--- src/rtl/hdlc_tx_pkg.sv ---
// Shared types and constants for the frame transmitter.
// Assumes a 16-bit check register processed least significant bit first.
package hdlc_tx_pkg;
    typedef enum logic [2:0] {
        ST_IDLE,
        ST_OPEN,
        ST_DATA,
        ST_FCS,
        ST_CLOSE,
        ST_ABORT
    } tx_state_t;

    localparam int          CRC_W      = 16;
    localparam logic [7:0]  FLAG_PAT   = 8'h7E;
    localparam logic [15:0] POLY_CCITT = 16'h8408;  // bit-reversed x^16+x^12+x^5+1
    localparam logic [15:0] POLY_CRC16 = 16'hA001;  // bit-reversed x^16+x^15+x^2+1
endpackage

--- src/rtl/hdlc_tx_crc.sv ---
// Bit-serial check register, shifting right, one payload bit per step.
// Assumes load and step are never high together in the same cycle.
module hdlc_tx_crc
    import hdlc_tx_pkg::*;
(
    input  logic             clk,
    input  logic             rst_n,
    input  logic             load,
    input  logic             init_ones,
    input  logic             step,
    input  logic             din,
    input  logic             sel16,
    output logic [CRC_W-1:0] crc
);
    logic [CRC_W-1:0] poly;
    logic [CRC_W-1:0] nxt;

    // Pick the polynomial and form the next register value for one bit.
    always_comb begin
        poly = sel16 ? POLY_CRC16 : POLY_CCITT;
        nxt  = (crc >> 1) ^ ((crc[0] ^ din) ? poly : '0);
    end

    // Preset at frame start, advance on each payload bit.
    always_ff @(posedge clk) begin
        if (!rst_n)      crc <= '0;
        else if (load)   crc <= init_ones ? '1 : '0;
        else if (step)   crc <= nxt;
    end
endmodule

--- src/rtl/hdlc_tx_stuff.sv ---
// Counts consecutive stuffable ones on the line and flags when a zero is owed.
// Assumes the owed zero is emitted in the very next slot as a stuffable bit.
module hdlc_tx_stuff #(
    parameter int RUN = 5
) (
    input  logic clk,
    input  logic rst_n,
    input  logic adv,
    input  logic stuffable,
    input  logic bitv,
    output logic due
);
    localparam int RW = $clog2(RUN + 1);
    logic [RW-1:0] run_q;

    // Track the run length; any other bit breaks the run.
    always_ff @(posedge clk) begin
        if (!rst_n)                   run_q <= '0;
        else if (adv && stuffable && bitv) run_q <= run_q + RW'(1);
        else if (adv)                 run_q <= '0;
    end

    // A zero is owed once the run reaches its limit.
    always_comb due = (run_q == RW'(RUN));
endmodule

--- src/rtl/hdlc_tx.sv ---
// Frame transmitter: flag, stuffed payload, optional check sequence, flag.
// Assumes bit_en is a single-cycle slot strobe and configuration is static
// during a frame. tx_bit holds the bit chosen at the most recent slot.
module hdlc_tx
    import hdlc_tx_pkg::*;
#(
    parameter int BYTE_W    = 8,
    parameter int STUFF_RUN = 5,
    parameter int ABORT_LEN = 8
) (
    input  logic              clk,
    input  logic              rst_n,
    input  logic              bit_en,
    input  logic              in_valid,
    input  logic [BYTE_W-1:0] in_data,
    input  logic              in_last,
    output logic              in_ready,
    input  logic              crc_on,
    input  logic              crc_sel16,
    input  logic              crc_init_ones,
    input  logic              idle_flags,
    input  logic              udrn_close,
    output logic              tx_bit,
    output logic              udrn_pulse
);
    localparam int SHW   = (BYTE_W > CRC_W) ? BYTE_W : CRC_W;
    localparam int LW    = $clog2(SHW + 1);
    localparam int CMAX  = (ABORT_LEN > 8) ? ABORT_LEN : 8;
    localparam int CNT_W = $clog2(CMAX);

    tx_state_t        state, nstate;
    logic [CNT_W-1:0] cnt, ncnt;
    logic [SHW-1:0]   shreg, nshreg;
    logic [LW-1:0]    left, nleft;
    logic             last_seen, nlast;
    logic             obit, stuffable, finish, udrn;
    logic             crc_load, crc_step, crc_bit;
    logic             stuff_due;
    logic [CRC_W-1:0] crc_q, fcs;

    hdlc_tx_crc u_crc (
        .clk(clk), .rst_n(rst_n),
        .load(bit_en && crc_load), .init_ones(crc_init_ones),
        .step(bit_en && crc_step), .din(crc_bit), .sel16(crc_sel16),
        .crc(crc_q)
    );

    hdlc_tx_stuff #(.RUN(STUFF_RUN)) u_stuff (
        .clk(clk), .rst_n(rst_n), .adv(bit_en),
        .stuffable(stuffable), .bitv(obit), .due(stuff_due)
    );

    // Byte request: only in a slot that needs a fresh byte.
    always_comb in_ready = bit_en && (state == ST_DATA) && !stuff_due
                           && (left == '0) && !last_seen;

    // Sequence sent after the payload: complemented for a ones preset.
    always_comb fcs = crc_q ^ {CRC_W{crc_init_ones}};

    // Choose the bit for this slot and the state that follows it.
    always_comb begin
        nstate = state;  ncnt = cnt;  nshreg = shreg;  nleft = left;
        nlast = last_seen;  obit = 1'b1;  stuffable = 1'b0;  finish = 1'b0;
        udrn = 1'b0;  crc_load = 1'b0;  crc_step = 1'b0;  crc_bit = 1'b0;
        case (state)
            ST_IDLE: begin
                if (cnt == '0 && in_valid) begin
                    nstate = ST_OPEN;  obit = FLAG_PAT[0];  ncnt = CNT_W'(1);
                    crc_load = 1'b1;   nlast = 1'b0;
                end else if (idle_flags) begin
                    obit = FLAG_PAT[cnt[2:0]];
                    ncnt = (cnt == CNT_W'(7)) ? '0 : cnt + CNT_W'(1);
                end else begin
                    ncnt = '0;
                end
            end
            ST_OPEN: begin
                obit = FLAG_PAT[cnt[2:0]];
                if (cnt == CNT_W'(7)) begin
                    nstate = ST_DATA;  ncnt = '0;  nleft = '0;
                end else begin
                    ncnt = cnt + CNT_W'(1);
                end
            end
            ST_DATA: begin
                if (stuff_due) begin
                    obit = 1'b0;  stuffable = 1'b1;
                end else if (left != '0) begin
                    obit = shreg[0];  nshreg = shreg >> 1;  nleft = left - LW'(1);
                    stuffable = 1'b1;  crc_step = 1'b1;  crc_bit = shreg[0];
                end else if (last_seen) begin
                    finish = 1'b1;
                end else if (in_valid) begin
                    obit = in_data[0];  nshreg = SHW'(in_data) >> 1;
                    nleft = LW'(BYTE_W - 1);  nlast = in_last;
                    stuffable = 1'b1;  crc_step = 1'b1;  crc_bit = in_data[0];
                end else begin
                    udrn = 1'b1;
                    if (udrn_close) begin
                        finish = 1'b1;
                    end else begin
                        nstate = ST_ABORT;  obit = 1'b1;  ncnt = CNT_W'(1);
                    end
                end
            end
            ST_FCS: begin
                if (stuff_due) begin
                    obit = 1'b0;  stuffable = 1'b1;
                end else if (left != '0) begin
                    obit = shreg[0];  nshreg = shreg >> 1;  nleft = left - LW'(1);
                    stuffable = 1'b1;
                end else begin
                    nstate = ST_CLOSE;  obit = FLAG_PAT[0];  ncnt = CNT_W'(1);
                end
            end
            ST_CLOSE: begin
                obit = FLAG_PAT[cnt[2:0]];
                if (cnt == CNT_W'(7)) begin
                    nstate = ST_IDLE;  ncnt = '0;
                end else begin
                    ncnt = cnt + CNT_W'(1);
                end
            end
            default: begin  // ST_ABORT
                obit = 1'b1;
                if (cnt == CNT_W'(ABORT_LEN - 1)) begin
                    nstate = ST_IDLE;  ncnt = '0;
                end else begin
                    ncnt = cnt + CNT_W'(1);
                end
            end
        endcase
        if (finish) begin
            if (crc_on) begin
                nstate = ST_FCS;  obit = fcs[0];  nshreg = SHW'(fcs) >> 1;
                nleft = LW'(CRC_W - 1);  stuffable = 1'b1;
            end else begin
                nstate = ST_CLOSE;  obit = FLAG_PAT[0];  ncnt = CNT_W'(1);
            end
        end
    end

    // Commit the slot decision; the underrun strobe lasts one clock.
    always_ff @(posedge clk) begin
        if (!rst_n) begin
            state <= ST_IDLE;  cnt <= '0;  shreg <= '0;  left <= '0;
            last_seen <= 1'b0;  tx_bit <= 1'b1;  udrn_pulse <= 1'b0;
        end else begin
            udrn_pulse <= bit_en && udrn;
            if (bit_en) begin
                state <= nstate;  cnt <= ncnt;  shreg <= nshreg;  left <= nleft;
                last_seen <= nlast;  tx_bit <= obit;
            end
        end
    end
endmodule

--- config.mk ---
export PLATFORM = sky130hd
export DESIGN_NAME = hdlc_tx
export DESIGN_NICKNAME = d
export VERILOG_FILES = /design/src/rtl/hdlc_tx_pkg.sv /design/src/rtl/hdlc_tx_crc.sv /design/src/rtl/hdlc_tx_stuff.sv /design/src/rtl/hdlc_tx.sv
export SDC_FILE = /design/constraint.sdc
export NUM_CORES = 1
export LEC_CHECK = 0
export ABC_CLOCK_PERIOD_IN_PS = 2500
export BUFFER_PORTS_ARGS = -buffer_cell sky130_fd_sc_hd__buf_2
export CORE_ASPECT_RATIO = 0.9
export CORE_UTILIZATION = 61
export CTS_BUF_LIST = sky130_fd_sc_hd__clkbuf_8 sky130_fd_sc_hd__clkbuf_16
export CTS_CLUSTER_SIZE = 16
export DETAILED_ROUTE_END_ITERATION = 6
export GPL_ROUTABILITY_DRIVEN = 1
export PLACE_DENSITY = 0.81
export SYNTH_ARGS = -nofsm -noshare
export SYNTH_HDL_FRONTEND = slang
export SYNTH_SLANG_ARGS = --single-unit
export TNS_END_PERCENT = 10
--- constraint.sdc ---
create_clock -name clk -period 2.5 [get_ports clk]
set_input_delay 0.5 -clock clk [delete_from_list [all_inputs] [get_ports clk]]
set_output_delay 0.5 -clock clk [all_outputs]
set_load 0.01 [all_outputs]
## Word-level counts from Yosys, hierarchy flattened

Memories as Yosys holds them, arrays and structs flattened. A register that Yosys moved wholly into a read port is not among the register bits.
Index checks and enable logic that the tools add are counted.
Widths: inputs -> output; s select.

| word-level totals | value |
|---|---|
| register bits after elaboration | 49 |
| bits in latches | 0 |
| memory bits (writable) | 0 |
| ROM bits | 8 |
| input bits | 18 |
| output and inout bits | 3 |
| word-level logic and storage cells | 159 |
| memories kept | 1 |

Memories:

| memory | depth | bits a word | read ports | clocked after Yosys merged registers in | write ports | RTL line | RTL |
|---|---|---|---|---|---|---|---|
| (name not given) | 8 | 1 | 1 | 1 | 0 | hdlc_tx.sv:117 | `obit = FLAG_PAT[cnt[2:0]];` |

| cells by class | value |
|---|---|
| $add $sub $neg | 3 |
| multipliers | 0 |
| divide/modulo/power cells | 0 |
| order comparisons | 1 |
| eq/ne operators | 18 |
| shift-type cells | 0 |
| mux-type cells | 101 |
| bitwise logic cells | 3 |
| reductions and logical operators | 23 |

Operators by type and width:

| cell | number |
|---|---|
| $mux 16 | 12 |
| $mux 3 | 28 |
| $mux 5 | 9 |
| $mux 1 | 44 |
| $pmux 16 s2 | 1 |
| $ne 3x3->1 const B | 9 |
| $xor 15x16->16 | 1 |
| $xor 16x16->16 | 1 |
| $pmux 5 s3 | 1 |
| $mux 14 | 1 |
| $pmux 3 s4 | 1 |
| $reduce_and 11->1 | 1 |
| $logic_and 1x1->1 | 10 |
| $reduce_bool 5->1 | 2 |
| $eq 3x3->1 const B | 3 |
| $pmux 3 s3 | 1 |
| $add 3x1->3 const B | 2 |
| $eq 3x2->1 const B | 2 |
| $logic_not 3->1 | 2 |
| $ne 2x2->1 const B | 3 |
| $reduce_bool 2->1 | 3 |
| $logic_not 5->1 | 1 |
| $reduce_and 5->1 | 1 |
| $sub 5x1->5 const B | 1 |
| other kinds (7) | 9 |

## Logic depth before layout (Yosys ltp)

| depth | value |
|---|---|
| word-level depth | 10 |
| mapped depth | 10 |
| depth with buffers taken out | 8 |

## Modules after synthesis

A second synthesis with hierarchy kept.

| second synthesis, totals | value |
|---|---|
| cells, all modules | 354 |
| area, all modules | 2966.6 um2 |

By module, submodules not included:

| module | instances | cells each | area each (um2) | seq. area each (um2) |
|---|---|---|---|---|
| hdlc_tx | 1 | 263 | 2069.5 | 620.6 |
| hdlc_tx_crc | 1 | 74 | 720.7 | 320.3 |
| hdlc_tx_stuff | 1 | 17 | 176.4 | 60.1 |

## Worst setup path after synthesis

Ideal clock, no wire load.

| path | value |
|---|---|
| kind | register -> register |
| start | register u_stuff.run_q[1] |
| end | register shreg[3] |
| setup time | 0.128 ns |
| arrival time | 2.053 ns |
| required time | 2.372 ns |
| setup slack | 0.320 ns |
| cell stages (with the launch flop) | 11 |
| path buffers | 2 |
| clock period less this slack | 2.180 ns |
| cell sequence | dfxtp_1 > inv_1 > ha_1 > and2_1 > clkbuf_1 > nor2_2 > o21ai_0 > a21o_1 > buf_4 > a222oi_1 > nor2_1 |

| on the way | value |
|---|---|
| longest elaborated chain between the ends | 5 |
| elaborated cells on any way between the ends | 8 |
| those cells by class | eq/ne: 1; mux: 7 |

RTL lines:

| item | RTL line | RTL |
|---|---|---|
| start: declaration | hdlc_tx_stuff.sv:14 | `logic [RW-1:0] run_q;` |
| start signal: assignment | hdlc_tx_stuff.sv:19 | `else if (adv && stuffable && bitv) run_q <= run_q + RW'(1);` |
| $eq 3x3->1 * | hdlc_tx_stuff.sv:24 | `always_comb due = (run_q == RW'(RUN));` |
| $mux 16, on equally long branches | hdlc_tx.sv:107, hdlc_tx.sv:86 |  |
| $pmux 16 s2 | hdlc_tx.sv:65 | `case (state)` |
| $mux 16 | hdlc_tx.sv:134 | `if (crc_on) begin` |
| $mux 16 * | hdlc_tx.sv:133 | `if (finish) begin` |
| end signal: assignment | hdlc_tx.sv:151 | `state <= nstate; cnt <= ncnt; shreg <= nshreg; left <= nleft;` |
| end: declaration | hdlc_tx.sv:33 | `logic [SHW-1:0] shreg, nshreg;` |

Mark *: on every way between the ends. The rest lies on a longest branch, timed or not.
A chain may end at the register's enable or synchronous reset.

## Worst setup path in the final report

| path | value |
|---|---|
| start | register left[0] |
| end | output port in_ready |

| on the way | value |
|---|---|
| longest elaborated chain between the ends | 3 |

RTL lines:

| item | RTL line | RTL |
|---|---|---|
| start: declaration | hdlc_tx.sv:34 | `logic [LW-1:0] left, nleft;` |
| start signal: assignment | hdlc_tx.sv:151 |  |
| $logic_not 5->1 | hdlc_tx.sv:55 | `&& (left == '0) && !last_seen;` |
| $logic_and 1x1->1 (2 in series) | hdlc_tx.sv:55 |  |
| end: declaration | hdlc_tx.sv:17 | `output logic in_ready,` |

No other way between the ends.

==> flow_summary_export.csv <==
group,metric,value,unit
finish,num-nets-final,435,
sta,setup_violations,0,
clock_tree,cts-resized-gates,0,
min_path,holdPathEnd,"last_seen$_SDFFE_PN0P_",
yosys,muxShareOfSynthArea,2.35,%
setup_path,crit_type,"reg2out",
power_and_ir_drop,vdd.ir_drop.worst,0.486,mV
route,wl_met1,3.92,mm
min_path,hp-start,"in_last",
setup_path,crit_path_start_kind,"register",
clock_tree,root_buffer,"clkbuf_8",
sta,grt_setup_unrepaired,"yes",
yosys,yosysTopAreaCellShare,32.4,%
placement,gp_congestion,0.938,
yosys,synth_top_area_cell,"dfxtp_1",
sta,period_minus_slack,2370,ps
floorplan,coreArea,4860,um2
yosys,synth_area_leaders,"dfxtp_1 32%, nand2_1 4.1%, nor2_1 4.1%",
sta,hold_slack,472,ps
finish,multi_input_area,1910,um2
yosys,synthSimpleGateAreaFrac,23.0,%
flow_run,drv_cap,0,
floorplan,die_w,77.0,um
sta,max_clock_freq,423,MHz
sta,max-slew-margin-rel,59.7,%
route,dr_wl_met3,624,um
clock_tree,clock_sinks,50,
sta,worst_pin_slew,601,ps
finish,fillers,432,
floorplan,fp.dieH,69.5,um
yosys,ys_ff_latch,50,
global_route,grt_max_degree,29,
global_route,grt_pass1_vias,2982,
route,drc,0,
yosys,yosysWarnings,0,
clock_tree,clock_latency,320,ps
setup_path,end_kind,"output port",
setup_path,crit_path_max_fanout,10,
route,first_pass_iters,5,
route,drt_iter0_drc,255,
finish,post-route-util,70.8,%
setup_path,r2r-end,"state[1]$_SDFFE_PN0P_",
finish,syn_to_final_growth,11.5,%
clock_tree,htreeDepth,2,
placement,io_buffers,20,
yosys,synthesis.nets,411,
sta,skew,6.84,ps
route,highest_layer,"met4",
yosys,synth_xor_area_share,4.82,%
finish,area.sequential,1000,um2
sta,timing.final.crit_share,94.7,%
route,routed_wl,8.58,mm
clock_tree,path_clk_slew,100,ps
floorplan,start_util,63.6,%
yosys,synth_edf_count,0,
route,post_drt_wl_per_cell,18.0,um
min_path,min_path_cells,3,
yosys,synth_area,3090,um2
placement,hpwl,6.33,mm
yosys,synth.distinct_cells,65,
route,vias_per_cell,6.66,
yosys,synth_top_family_by_area,"compound AO/OA/AOI/OAI gates",
clock_tree,cts_tree,"built",
setup_path,critPathArrivalTime,1870,ps
setup_path,critPathLaunch,"left[0]$_SDFFE_PN0P_",
yosys,yosysSeqAreaShare,32.4,%
power_and_ir_drop,powerDensity,870,nW/um2
floorplan,floorplan.rows,24,
clock_tree,post_cts_buffers,0,
sta,slew_viol_final,0,
route,ant_nets,0,
min_path,worst_hold_path_type,"in2reg",
setup_path,reg2reg_slack,140,ps
route,vias,3175,
yosys,synth_compound_area_share,29.1,%
yosys,synthArstFlopShare,0,%
global_route,grt_usage,34.1,%
yosys,synth_cells,387,
sta,hold_violations,0,
floorplan,pin_count,21,
run_status,outcome,"finished clean",
setup_path,crit_required,2000,ps
clock_tree,cts_hold_buf,0,
power_and_ir_drop,leakage,1.31,nW
yosys,avgSynthCellArea,7.99,um2
yosys,synth_fa_ha_area_share,2.43,%
clock_tree,cts_buffers,5,
setup_path,timing.rr.start,"left[0]$_SDFFE_PN0P_",
setup_path,rr_worst_depth,8,
floorplan,dieArea,5360,um2
finish,diodes,0,
global_route,antenna_found_initial,0,
sta,tns,0,ps
route,wl_met2,3.81,mm
finish,drive_gt1_share,17.5,%
global_route,grt_pass1_wl,14.6,mm
yosys,yosys_most_used_dff,"dfxtp_1",
clock_tree,cts_max_path_buffers,2,
global_route,grt-ovfl-total,0,
==> worst max path at each step <==
stage                                        to
after detailed placement  state[1]$_SDFFE_PN0P_
after global routing                   in_ready
after floorplan           shreg[3]$_SDFFE_PN0P_
final                                  in_ready
after CTS                              in_ready
after global placement    state[1]$_SDFFE_PN0P_
==> power by group <==
group / switching, mW / leakage (nW) / internal, mW / total [mW]
clock network: 0.299 / 0.0408 / 0.201 / 0.499
logic: 0.834 / 0.864 / 0.589 / 1.42
registers: 0.156 / 0.408 / 0.920 / 1.08
total: 1.29 / 1.31 / 1.71 / 3.00
==> flip-flops by register name (all words and copies together), names as in the netlist, named ones only <==
register	cells
tx_bit	1
shreg	16
u_crc.crc	16
state	3
cnt	3
last_seen	1
udrn_pulse	1
u_stuff.run_q	3
left	5
==> placed cells by master, fill, tap and decap left out, types with 4 or more instances in the layout <==
cell,instances
a31oi_1,10
dfxtp_1,50
a22oi_1,10
xnor2_1,8
a22o_1,4
a222oi_1,4
nor2_1,34
o221ai_1,5
a2bb2oi_1,4
or3_1,5
a21oi_1,21
nor3b_1,5
nand3_1,10
mux2i_1,5
buf_4,26
nand2_1,34
and3_1,5
nor2b_1,4
ha_1,6
nor3_1,14
nand4_1,6
clkbuf_8,5
a221oi_1,8
buf_2,20
xor2_1,9
o21ai_0,24
a211oi_1,4
inv_1,14
==> area by class of cell <==
cell class | instances | share of cell area [%]
Inverter | 14 | 1.53
Tap cell | 65 | 2.36
Clock buffer | 5 | 2.00
Sequential cell | 50 | 29.0
Timing Repair Buffer | 47 | 8.90
Multi-Input combinational cell | 293 | 55.5
Clock inverter | 3 | 0.690
==> synthesized netlist by cell type (5+ instances only) <==
cell      number
dfxtp_1       50
nand2_1       34
nor2_1        34
o21ai_0       25
a21oi_1       21
clkbuf_1      21
inv_1         14
nor3_1        14
a22oi_1       10
a31oi_1       10
nand3_1       10
xor2_1         9
a221oi_1       8
xnor2_1        8
ha_1           6
nand4_1        6
and3_1         5
mux2i_1        5
nor3b_1        5
o221ai_1       5
or3_1          5
==> worst max-delay path, cell delays in order, from the launching register on <==
cell,delay [ps]
dfxtp_1,320
inv_1,90
ha_1,220
nor4b_4,230
buf_6,180
nand2_1,100
nor4b_2,240
buf_2,170
==> cell families (layout without fill, tap and decap cells) <==
kind of cell / Yosys count / in the layout
AO/OA/AOI/OAI: 126 / 126
XOR/XNOR: 17 / 17
adder cells (fa/ha/maj): 6 / 6
buffers and inverters: 44 / 69
flip-flops: 50 / 50
multiplexers: 7 / 7
AND/OR/NAND/NOR: 137 / 137
==> metrics by stage <==
step	instance area [um2]	std cells	total power, mW	worst slack [ps]
after global routing	3450	477	3.19	-15.4
after detailed placement	3340	469	2.45	170
after CTS	3440	477	2.95	8.32
after floorplan	3090	387	2.05	320
final	3450	477	3.00	134
after global placement	3340	469	2.42	219
==> per-layer routing <==
metal	vias to the layer above	GRT usage [%]
met3	22	6.32
li1	1498	-
met5	-	0
met1	1502	47.6
met4	0	15.1
met2	153	51.1
Note: power is estimated with default switching activity, not from simulation.
